## src/rtl/gpio_evt_pkg.sv

```systemverilog
package gpio_evt_pkg;
  localparam int unsigned ADDR_W = 3;
  localparam int unsigned N_COND = 4;
  // index into the arming array equals the register address
  typedef enum logic [ADDR_W-1:0] {
    SEL_RISE = 3'd0,
    SEL_FALL = 3'd1,
    SEL_HIGH = 3'd2,
    SEL_LOW  = 3'd3,
    SEL_STAT = 3'd4
  } sel_e;
endpackage

```

## src/rtl/evt_cfg_regs.sv

```systemverilog
module evt_cfg_regs
  import gpio_evt_pkg::*;
#(
  parameter int unsigned NPINS = 32
) (
  input  logic                            clk_i,
  input  logic                            rst_ni,
  input  logic                            we_i,
  input  logic [ADDR_W-1:0]               addr_i,
  input  logic [NPINS-1:0]                wdata_i,
  output logic [N_COND-1:0][NPINS-1:0]    arm_o
);
  for (genvar k = 0; k < N_COND; k++) begin : g_arm
    logic [NPINS-1:0] arm_q;
    always_ff @(posedge clk_i or negedge rst_ni) begin
      if (!rst_ni)                                    arm_q <= '0;
      else if (we_i && addr_i == ADDR_W'(k))          arm_q <= wdata_i;
    end
    assign arm_o[k] = arm_q;
  end
endmodule

```

## src/rtl/evt_detect.sv

```systemverilog
module evt_detect
  import gpio_evt_pkg::*;
#(
  parameter int unsigned NPINS = 32
) (
  input  logic                          clk_i,
  input  logic                          rst_ni,
  input  logic [NPINS-1:0]              pins_i,
  input  logic [N_COND-1:0][NPINS-1:0]  arm_i,
  output logic [NPINS-1:0]              evt_o
);
  logic [NPINS-1:0] prev_q;

  always_ff @(posedge clk_i or negedge rst_ni) begin
    if (!rst_ni) prev_q <= '0;
    else         prev_q <= pins_i;
  end

  logic [NPINS-1:0] rise_hit, fall_hit, high_hit, low_hit;
  assign rise_hit = pins_i & ~prev_q & arm_i[SEL_RISE];
  assign fall_hit = ~pins_i & prev_q & arm_i[SEL_FALL];
  assign high_hit = pins_i & arm_i[SEL_HIGH];
  assign low_hit  = ~pins_i & arm_i[SEL_LOW];
  assign evt_o    = rise_hit | fall_hit | high_hit | low_hit;
endmodule

```

## src/rtl/evt_status.sv

```systemverilog
module evt_status
  import gpio_evt_pkg::*;
#(
  parameter int unsigned NPINS = 32
) (
  input  logic               clk_i,
  input  logic               rst_ni,
  input  logic               we_i,
  input  logic [ADDR_W-1:0]  addr_i,
  input  logic [NPINS-1:0]   wdata_i,
  input  logic [NPINS-1:0]   evt_i,
  output logic [NPINS-1:0]   status_o
);
  logic [NPINS-1:0] status_q, clr_mask;

  assign clr_mask = (we_i && addr_i == SEL_STAT) ? wdata_i : '0;

  // set after clear: a coincident event survives
  always_ff @(posedge clk_i or negedge rst_ni) begin
    if (!rst_ni) status_q <= '0;
    else         status_q <= (status_q & ~clr_mask) | evt_i;
  end

  assign status_o = status_q;
endmodule

```

## src/rtl/gpio_evt_bank.sv

```systemverilog
module gpio_evt_bank
  import gpio_evt_pkg::*;
#(
  parameter int unsigned NPINS = 32
) (
  input  logic                clk_i,
  input  logic                rst_ni,
  input  logic [NPINS-1:0]    pins_i,
  input  logic [ADDR_W-1:0]   addr_i,
  input  logic [NPINS-1:0]    wdata_i,
  input  logic                we_i,
  output logic [NPINS-1:0]    rdata_o,
  output logic                irq_o
);
  logic [N_COND-1:0][NPINS-1:0] arm;
  logic [NPINS-1:0]             evt_vec, status_q, en_any;

  evt_cfg_regs #(.NPINS(NPINS)) u_cfg (
    .clk_i(clk_i), .rst_ni(rst_ni), .we_i(we_i), .addr_i(addr_i),
    .wdata_i(wdata_i), .arm_o(arm)
  );

  evt_detect #(.NPINS(NPINS)) u_det (
    .clk_i(clk_i), .rst_ni(rst_ni), .pins_i(pins_i), .arm_i(arm),
    .evt_o(evt_vec)
  );

  evt_status #(.NPINS(NPINS)) u_stat (
    .clk_i(clk_i), .rst_ni(rst_ni), .we_i(we_i), .addr_i(addr_i),
    .wdata_i(wdata_i), .evt_i(evt_vec), .status_o(status_q)
  );

  assign en_any = arm[SEL_RISE] | arm[SEL_FALL] | arm[SEL_HIGH] | arm[SEL_LOW];

  always_comb begin
    case (addr_i)
      SEL_RISE: rdata_o = arm[SEL_RISE];
      SEL_FALL: rdata_o = arm[SEL_FALL];
      SEL_HIGH: rdata_o = arm[SEL_HIGH];
      SEL_LOW:  rdata_o = arm[SEL_LOW];
      SEL_STAT: rdata_o = status_q;
      default:  rdata_o = '0;
    endcase
  end

  assign irq_o = |status_q;
endmodule

```

## config.mk

```make
export PLATFORM = sky130hd
export DESIGN_NAME = gpio_evt_bank
export DESIGN_NICKNAME = d
export VERILOG_FILES = /design/src/rtl/gpio_evt_pkg.sv /design/src/rtl/evt_cfg_regs.sv /design/src/rtl/evt_detect.sv /design/src/rtl/evt_status.sv /design/src/rtl/gpio_evt_bank.sv
export SDC_FILE = /design/constraint.sdc
export NUM_CORES = 1
export LEC_CHECK = 0
export BUFFER_PORTS_ARGS = -buffer_cell sky130_fd_sc_hd__buf_2
export CORE_UTILIZATION = 50
export CTS_CLUSTER_DIAMETER = 80
export CTS_CLUSTER_SIZE = 28
export DETAILED_ROUTE_END_ITERATION = 10
export PLACE_DENSITY_LB_ADDON = 0.1
export REMOVE_ABC_BUFFERS = 1
export SLEW_MARGIN = 10
export SYNTH_ARGS = -nofsm -noshare
export SYNTH_HDL_FRONTEND = slang
export SYNTH_SLANG_ARGS = --single-unit
```

## constraint.sdc

```tcl
create_clock -name clk_i -period 2.8 [get_ports clk_i]
set_clock_uncertainty 0.1 [all_clocks]
set_input_delay 0.56 -clock clk_i [delete_from_list [all_inputs] [get_ports clk_i]]
set_output_delay 0.56 -clock clk_i [all_outputs]
set_load 0.01 [all_outputs]
```

==> reports/results.ini, run 1 <==
[routing]
via_per_inst = 6.01
drt-total-wl_um = 21200
dr.pass1.iters = 4
wire_per_inst_um = 21.0
drt_iter0_drc = 368
drtAntennaViolNets = 0
vias = 6058
post-route-drc-count = 0

[pwr]
ir_worst_vdd_v = 0.000477
clkPwrFrac = 0.345
combPwrFrac = 0.164
switchingPower_mw = 1.98
power_frac_seq = 0.492
leakage_nw = 4.55
switching_share = 0.271
p_per_area_nw_per_um2 = 718
p_int_mw = 5.31
power_mw = 7.28

[floorplanning]
die_w_um = 133
dieArea_um2 = 17700
start_util = 0.515
rows = 47
fp.coreArea_um2 = 16700
ioPinCount = 103
die_h_um = 133

[yosys]
synth_largest_area_cell = dfrtp_1
yosys.area.top_type_share = 0.558
synth_area_leaders = dfrtp_1 (56%), mux2_2 (13%), a221o_1 (7.3%), mux2_1 (4.2%), mux2i_1 (3.7%)
synth_area_um2 = 8610
ys_types = 28
synth-main-ff-cell = dfrtp_1
ys_warn_count = 0
ys_seq_area_frac = 0.558
synth_edf_count = 0
synthArstFlopShare = 1.00
synthMostInstantiatedCell = dfrtp_1
netlist_top_cells_count = dfrtp_1 (192), mux2_2 (96), a221o_1 (63), a21oi_1 (33), nor2_1 (33)
postSynthAreaPerCell_um2 = 12.9
ys_seq_elements = 192
synth_cells = 668

[global_routing]
met3_usage = 0.0491
overflow = 0
top_usage_layer = met2
grt_max_degree = 65
grt_use_met1 = 0.338
first_global_vias = 6219
grt_usage = 0.252
antenna_found_initial = 2
met2_usage = 0.412
grt_pass1_wl_um = 33900

[critical_path]
critical-path-top-delay-family = simple AND/OR/NAND/NOR gates
critPathKind = reg2out
cp_num_buf_inv = 2
cpPeakStageDelay_ps = 430
cp.required_ps = 2140
end_kind = output pin
arrival_ps = 2000
cp_cell_sequence = nor4_1 -> buf_4 -> nand4_1 -> or2_2 -> buf_2
crit_slowest_cell = nor4_1
crit_fanout = 3
start_kind = register

[sta]
min_period_over_period = 0.951
drv_slew = 0
timing.final.crit_period_ps = 2660
max_slew_margin = 0.581
setup_viol = 0
rsz0062_at_grt = no
hold_violations = 0
fmax_mhz = 376
setup_ws_ps = 137
worst_pin_slew_ps = 628

[placed_design]
port_buffers = 102
dp_hpwl_um = 13600
place_inst = 976
place.gp.congestion = 0.827
dpl_cell_area_um2 = 9530
dpl_worst_slack_ps = 322

[final_layout]
layout.cells.non_filler = 1008
seq_area_um2 = 4800
multiInputGateArea_um2 = 3520
drive_gt1_frac = 0.330
n_fill_cell = 1357
synthToLayoutAreaGrowth_pct = 17.8
num_antenna_cells = 0
layout.nets = 845
final_area_um2 = 10100

[clock_tree]
numCtsBuffers = 17
cts_resized = 0
cts_tree = done
clockBufferDepth = 2
cts_root_buf = clkbuf_16
post-cts-setup-buffers = 0
clk_pin_slew_ps = 70
cts_sinks = 192
htree_levels = 4
clk-insertion-delay-late_ps = 440
cts_hold_buf = 0

[run]
drv_cap = 0

[min_path]
hold_path.class = in2async

[run_status]
outcome = complete, no violations

-- layout by cell type (no fill, tap or decap), types with 3 or more instances in the layout --
cell        Yosys  layout
a21o_1         32      32
dfrtp_1       192     192
bufinv_16       0       3
buf_4           9      12
nand2_1        32      32
nor2_1         33      33
inv_1          32      32
buf_12          0      10
buf_2          14     101
clkbuf_16       0      17
clkinvlp_4      0       3
a21oi_1        33      33
a221o_1        63      63
nor4_1          8       8
o2bb2ai_1      31      31
mux2_1         32      32
clkinv_4        0       4
mux2i_1        32      32
mux2_2         96      96
-- per-stage QoR --
step	setup TNS (ps)	hold WS, ps	util
2_1_floorplan	-51230	164	-
3_3_place_gp	0	396	0.571
3_5_place_dp	0	408	0.571
4_1_cts	0	40.6	0.607
5_1_grt	0	68.2	0.607
6_report	0	28.4	0.607
-- final timing paths --
kind	startpoint	slack, ps	endpoint	cells after the start
min reg2reg	u_cfg.g_arm[2].arm_q[6]$_DFFE_PN0P_	420	u_cfg.g_arm[2].arm_q[6]$_DFFE_PN0P_	1
min	rst_ni	30	u_stat.status_o[29]$_DFF_PN0_	1
min in group clk_i	pins_i[2]	160	u_det.prev_q[2]$_DFF_PN0_	1
max reg2reg	u_det.prev_q[8]$_DFF_PN0_	1650	u_stat.status_o[8]$_DFF_PN0_	3
max	u_stat.status_o[15]$_DFF_PN0_	140	irq_o	5
max in group asynchronous	rst_ni	1800	u_cfg.g_arm[2].arm_q[25]$_DFFE_PN0P_	2
-- registers in the layout, summed over array words and instances, names as in the netlist --
register / cells
u_det.prev_q: 32
u_stat.status_o: 32
u_cfg.g_arm.arm_q: 128
-- logic make-up after synthesis --
logic type	synth area share
AOI/OAI and AO/OA	0.152
buffers and inverters	0.0358
DFF	0.558
muxes	0.205
and+or+nand+nor	0.0494
-- power groups by stage --
stage / combinational [mW] / sequential [mW] / clock, mW
floorplan: 0.800 / 3.52 / 0
detailed placement: 1.19 / 3.63 / 0
finish: 1.19 / 3.58 / 2.51
global placement: 1.14 / 3.60 / 0
CTS: 1.21 / 3.58 / 2.55
global route: 1.31 / 3.64 / 2.68
-- routing by layer --
layer  up-vias  part of all wire
li1       2711                 -
met1      3148              0.45
met2       165              0.48
met3        34             0.043
met4         0             0.020
met5         -                 0
-- final cells by class --
type | instances | area share
Clock inverter | 14 | 0.0179
Tap cell | 220 | 0.0271
Clock buffer | 18 | 0.0423
Sequential cell | 192 | 0.474
Inverter | 32 | 0.0118
Multi-Input combinational cell | 408 | 0.347
Timing Repair Buffer | 124 | 0.0796
Power figures use the tool's default switching activity.
==> run 2: changes to the inputs <==
--- a/config.mk
+++ b/config.mk
@@ -10,7 +10,8 @@
 export CTS_CLUSTER_DIAMETER = 80
 export CTS_CLUSTER_SIZE = 28
 export DETAILED_ROUTE_END_ITERATION = 10
-export PLACE_DENSITY_LB_ADDON = 0.1
+export PLACE_DENSITY = 0.82
+export RECOVER_POWER = 100
 export REMOVE_ABC_BUFFERS = 1
 export SLEW_MARGIN = 10
 export SYNTH_ARGS = -nofsm -noshare
==> reports/results.ini, run 2 (same netlist as run 1, synthesis figures left out) <==
[run_status]
outcome = complete, but fails checks
violations = max-capacitance violations, max-slew violations

[clock_tree]
clockBufferDepth = 2
cts_sinks = 192
numCtsBuffers = 17
htree_levels = 4
cts_resized = 0
cts_tree = done
cts_hold_buf = 0
cts_root_buf = clkbuf_16
post-cts-setup-buffers = 0
clk-insertion-delay-late_ps = 430
clk_pin_slew_ps = 70

[sta]
max_slew_margin = -0.177
setup_viol = 0
fmax_mhz = 366
hold_violations = 0
worst_pin_slew_ps = 1770
rsz0062_at_grt = no
setup_ws_ps = 70.8
timing.final.crit_period_ps = 2730
finalSetupTns_ps = 0
whs_ps = 169
drv_slew = 69
min_period_over_period = 0.975

[final_layout]
final_cell_mix = dfrtp_1 (192), mux2_2 (96), clkbuf_1 (67)
largest_reg_flops = 128
drive_gt1_frac = 0.243
final_area_um2 = 10000
multiInputGateArea_um2 = 3510
final_common_cell = dfrtp_1
n_fill_cell = 1386
num_antenna_cells = 0
synthToLayoutAreaGrowth_pct = 16.3
layout.nets = 848
seq_area_um2 = 4800
largest_register = u_cfg.g_arm.arm_q

[global_routing]
grt_use_met1 = 0.318
met3_usage = 0.0525
grt_usage = 0.241
met2_usage = 0.392
grt_max_degree = 70
overflow = 0
antenna_found_initial = 1
grt_pass1_wl_um = 32600
first_global_vias = 6216
top_usage_layer = met2

[routing]
drt_iter0_drc = 365
drtAntennaViolNets = 0
dr.pass1.iters = 5
drt-total-wl_um = 20300
vias = 6032
via_per_inst = 5.97
wire_per_inst_um = 20.1
post-route-drc-count = 0

[pwr]
power_mw = 7.36
ir_worst_vdd_v = 0.000431
leakage_nw = 4.35
p_per_area_nw_per_um2 = 736

[floorplanning]
ioPinCount = 103
fp.coreArea_um2 = 16700
die_h_um = 133
rows = 47
die_w_um = 133
dieArea_um2 = 17700
start_util = 0.515

[placed_design]
dp_hpwl_um = 13400
dpl_worst_slack_ps = 295
dpl_cell_area_um2 = 9520
port_buffers = 102
place.gp.congestion = 0.823

[critical_path]
start_kind = register
crit_fanout = 3
arrival_ps = 2070
rr_startpoint = u_det.prev_q[14]$_DFF_PN0_
end_kind = output pin
cp.required_ps = 2140
critPathKind = reg2out
startpoint = u_stat.status_o[18]$_DFF_PN0_
reg2reg_depth = 3

[run]
drv_cap = 1

[min_path]
worstHoldStart = pins_i[30]
whs_path_depth = 1
hold_path.class = in2reg

[run 2: final timing paths]
| path | to | slack [ps] |
|---|---|---|
| worst max-delay path | irq_o | 70 |
| worst min-delay path | u_det.prev_q[30]$_DFF_PN0_ | 170 |
| worst max register to register | u_stat.status_o[14]$_DFF_PN0_ | 1660 |
| worst min register to register | u_cfg.g_arm[2].arm_q[4]$_DFFE_PN0P_ | 420 |
| max in group asynchronous | u_cfg.g_arm[0].arm_q[14]$_DFFE_PN0P_ | 500 |
| min in group asynchronous | u_det.prev_q[4]$_DFF_PN0_ | 500 |
[run 2: where the power goes]
part	internal [mW]	total, mW	switching [mW]
logic	0.626	1.15	0.524
clock network	1.61	2.63	1.01
registers	3.23	3.59	0.356
[run 2: worst max-delay path, stage by stage, from the launching register on]
cell	delay, ps
dfrtp_1	400
nor4_1	570
nand4_1	170
or2_2	360
clkbuf_2	140
[run 2: layout make-up]
cell class | count | share of cell area
Clock buffer | 23 | 0.0497
Clock inverter | 8 | 0.0151
Multi-Input combinational cell | 408 | 0.350
Timing Repair Buffer | 127 | 0.0655
Sequential cell | 192 | 0.480
Inverter | 32 | 0.0120
Tap cell | 220 | 0.0275
[run 2: metal layers]
metal / wire length (um) / share of wire
met5: 8 / 0.00039
met4: 452 / 0.022
met3: 1120 / 0.055
met2: 9780 / 0.48
met1: 8920 / 0.44
[run 2: metrics by stage]
stage	std cells	utilization
5_1_grt	1010	0.599
2_1_floorplan	632	-
4_1_cts	1010	0.609
6_report	1010	0.599
3_3_place_gp	979	0.570
3_5_place_dp	979	0.570
==> run 3: changes to the inputs <==
--- a/config.mk
+++ b/config.mk
@@ -16,4 +16,5 @@
 export SLEW_MARGIN = 10
 export SYNTH_ARGS = -nofsm -noshare
 export SYNTH_HDL_FRONTEND = slang
+export SYNTH_HIERARCHICAL = 1
 export SYNTH_SLANG_ARGS = --single-unit
==> reports/results.ini, run 3 <==
[sta]
hold_violations = 0
drv_slew = 70
min_period_over_period = 0.954
worst_pin_slew_ps = 1670
setup_ws_ps = 129
whs_ps = 163
max_slew_margin = -0.113
finalSetupTns_ps = 0
rsz0062_at_grt = no
fmax_mhz = 374
timing.final.crit_period_ps = 2670
setup_viol = 0

[final_layout]
drive_gt1_frac = 0.319
largest_reg_flops = 128
largest_register = u_cfg/g_arm.arm_q
final_util = 0.574
num_antenna_cells = 0
final_cell_mix = dfrtp_1 (192), mux2_2 (118), clkbuf_1 (69)
synthToLayoutAreaGrowth_pct = 12.2
layout.cells.non_filler = 1047
layout.nets = 876
final_common_cell = dfrtp_1
final_area_um2 = 10400

[min_path]
whs_endpoint = u_det/prev_q[30]$_DFF_PN0_
worstHoldStart = pins_i[30]
whs_path_depth = 1
hold_path.class = in2reg

[global_routing]
grt_max_degree = 70
grt_pass1_wl_um = 33200
first_global_vias = 6210
overflow = 0
antenna_found_initial = 1
grt_usage = 0.235

[yosys]
synth_cells = 695
postSynthAreaPerCell_um2 = 13.3
synth_area_um2 = 9230
synth_area_leaders = dfrtp_1 (52%), mux2_2 (14%), nand2b_4 (4.8%), a31oi_1 (4.3%), mux2i_1 (3.6%)
yosys.area.top_type_share = 0.521
synth_edf_count = 0
synthMostInstantiatedCell = dfrtp_1
ys_seq_area_frac = 0.521
synth-main-ff-cell = dfrtp_1
netlist_top_cells_count = dfrtp_1 (192), mux2_2 (118), a31oi_1 (64), inv_1 (64), mux2i_1 (33)
ys_seq_elements = 192
synthArstFlopShare = 1.00
ys_types = 27
synth_largest_area_cell = dfrtp_1
ys_warn_count = 6

[placed_design]
port_buffers = 102
dpl_worst_slack_ps = 213
dpl_cell_area_um2 = 10000
place.gp.congestion = 0.802
dp_hpwl_um = 14100
place_inst = 1016

[critical_path]
crit_fanout = 3
end_kind = output pin
r2r_end = u_stat/status_o[28]$_DFF_PN0_
critPathKind = reg2out
reg2reg_depth = 4
start_kind = register
cp.required_ps = 2140
rr_startpoint = u_cfg/g_arm[1].arm_q[28]$_DFFE_PN0P_
arrival_ps = 2010
reg2reg_slack_ps = 1540

[clock_tree]
cts_resized = 0
cts_sinks = 192
htree_levels = 4
cts_root_buf = clkbuf_16
clk_pin_slew_ps = 70
cts_tree = done
clockBufferDepth = 2
clk-insertion-delay-late_ps = 430
cts_hold_buf = 0
numCtsBuffers = 17
post-cts-setup-buffers = 0

[pwr]
p_per_area_nw_per_um2 = 695
leakage_nw = 4.45
ir_worst_vdd_v = 0.000516
power_mw = 7.20

[floorplanning]
die_h_um = 138
ioPinCount = 103
fp.coreArea_um2 = 18000
dieArea_um2 = 19000
rows = 49
start_util = 0.512
die_w_um = 138

[routing]
drtAntennaViolNets = 0
wire_per_inst_um = 20.2
drt_iter0_drc = 340
post-route-drc-count = 0
vias = 6110
drt-total-wl_um = 21100
via_per_inst = 5.84
dr.pass1.iters = 5

[run_status]
outcome = complete, but fails checks
violations = max-capacitance violations, max-slew violations

[run]
drv_cap = 1

## run 3: changes by cell type in the layout (fill, tap and decap cells not counted), moves of 19 or more
cell,delta
nand2_1,-32
a221o_1,-32
o2bb2ai_2,+19
a211oi_1,+32
o2bb2ai_1,-19
a21o_1,-31
mux2_1,-22
inv_1,+32
a21oi_1,-33
a31oi_1,+64
mux2_2,+22
nand2b_4,+32
## run 3: power breakdown
part | total [mW] | internal [mW] | switching, mW | leakage, nW
clock network | 2.25 | 1.24 | 1.01 | 0.255
logic | 1.31 | 0.691 | 0.616 | 2.00
registers | 3.64 | 3.22 | 0.414 | 2.19
## run 3: final cells by class
type | instances | area [um^2]
multi-input cells | 405 | 3850
flip-flops and latches | 192 | 4800
fillers | 1508 | 7670
well taps | 229 | 287
inverters | 64 | 240
clock inverters | 10 | 88.8
clock buffers | 21 | 450
repair buffers | 126 | 631
## run 3: how the worst max path moves through the flow
stage / start / cells past startpoint / end / slack, ps
after global placement: addr_i[1] / 5 / rdata_o[24] / 260
after CTS: u_stat/status_o[31]$_DFF_PN0_ / 4 / irq_o / 80
after detailed placement: addr_i[1] / 6 / rdata_o[8] / 210
final: u_stat/status_o[31]$_DFF_PN0_ / 4 / irq_o / 130
after global routing: u_stat/status_o[31]$_DFF_PN0_ / 4 / irq_o / 70
after floorplan: addr_i[2] / 2 / u_cfg/g_arm[2].arm_q[0]$_DFFE_PN0P_ / -1640
## run 3: layer usage
layer | GRT usage | wire length (um) | vias up
met5 | 0 | 13 | -
met4 | 0.0827 | 332 | 2
met3 | 0.0412 | 1080 | 28
met2 | 0.390 | 10400 | 190
met1 | 0.310 | 9290 | 3077
li1 | - | - | 2813
## run 3: kinds of logic after synthesis
kind of cell	Yosys count	synth area share
buf+inv	98	0.0594
mux	161	0.192
compound gates	160	0.148
simple gates	84	0.0799
flops	192	0.521
## run 3: critical path: stages (launching register included)
cell and delay [ps]:
dfrtp_1 420, nor4_1 470, nand4_1 200, or2_2 350, clkbuf_1 130
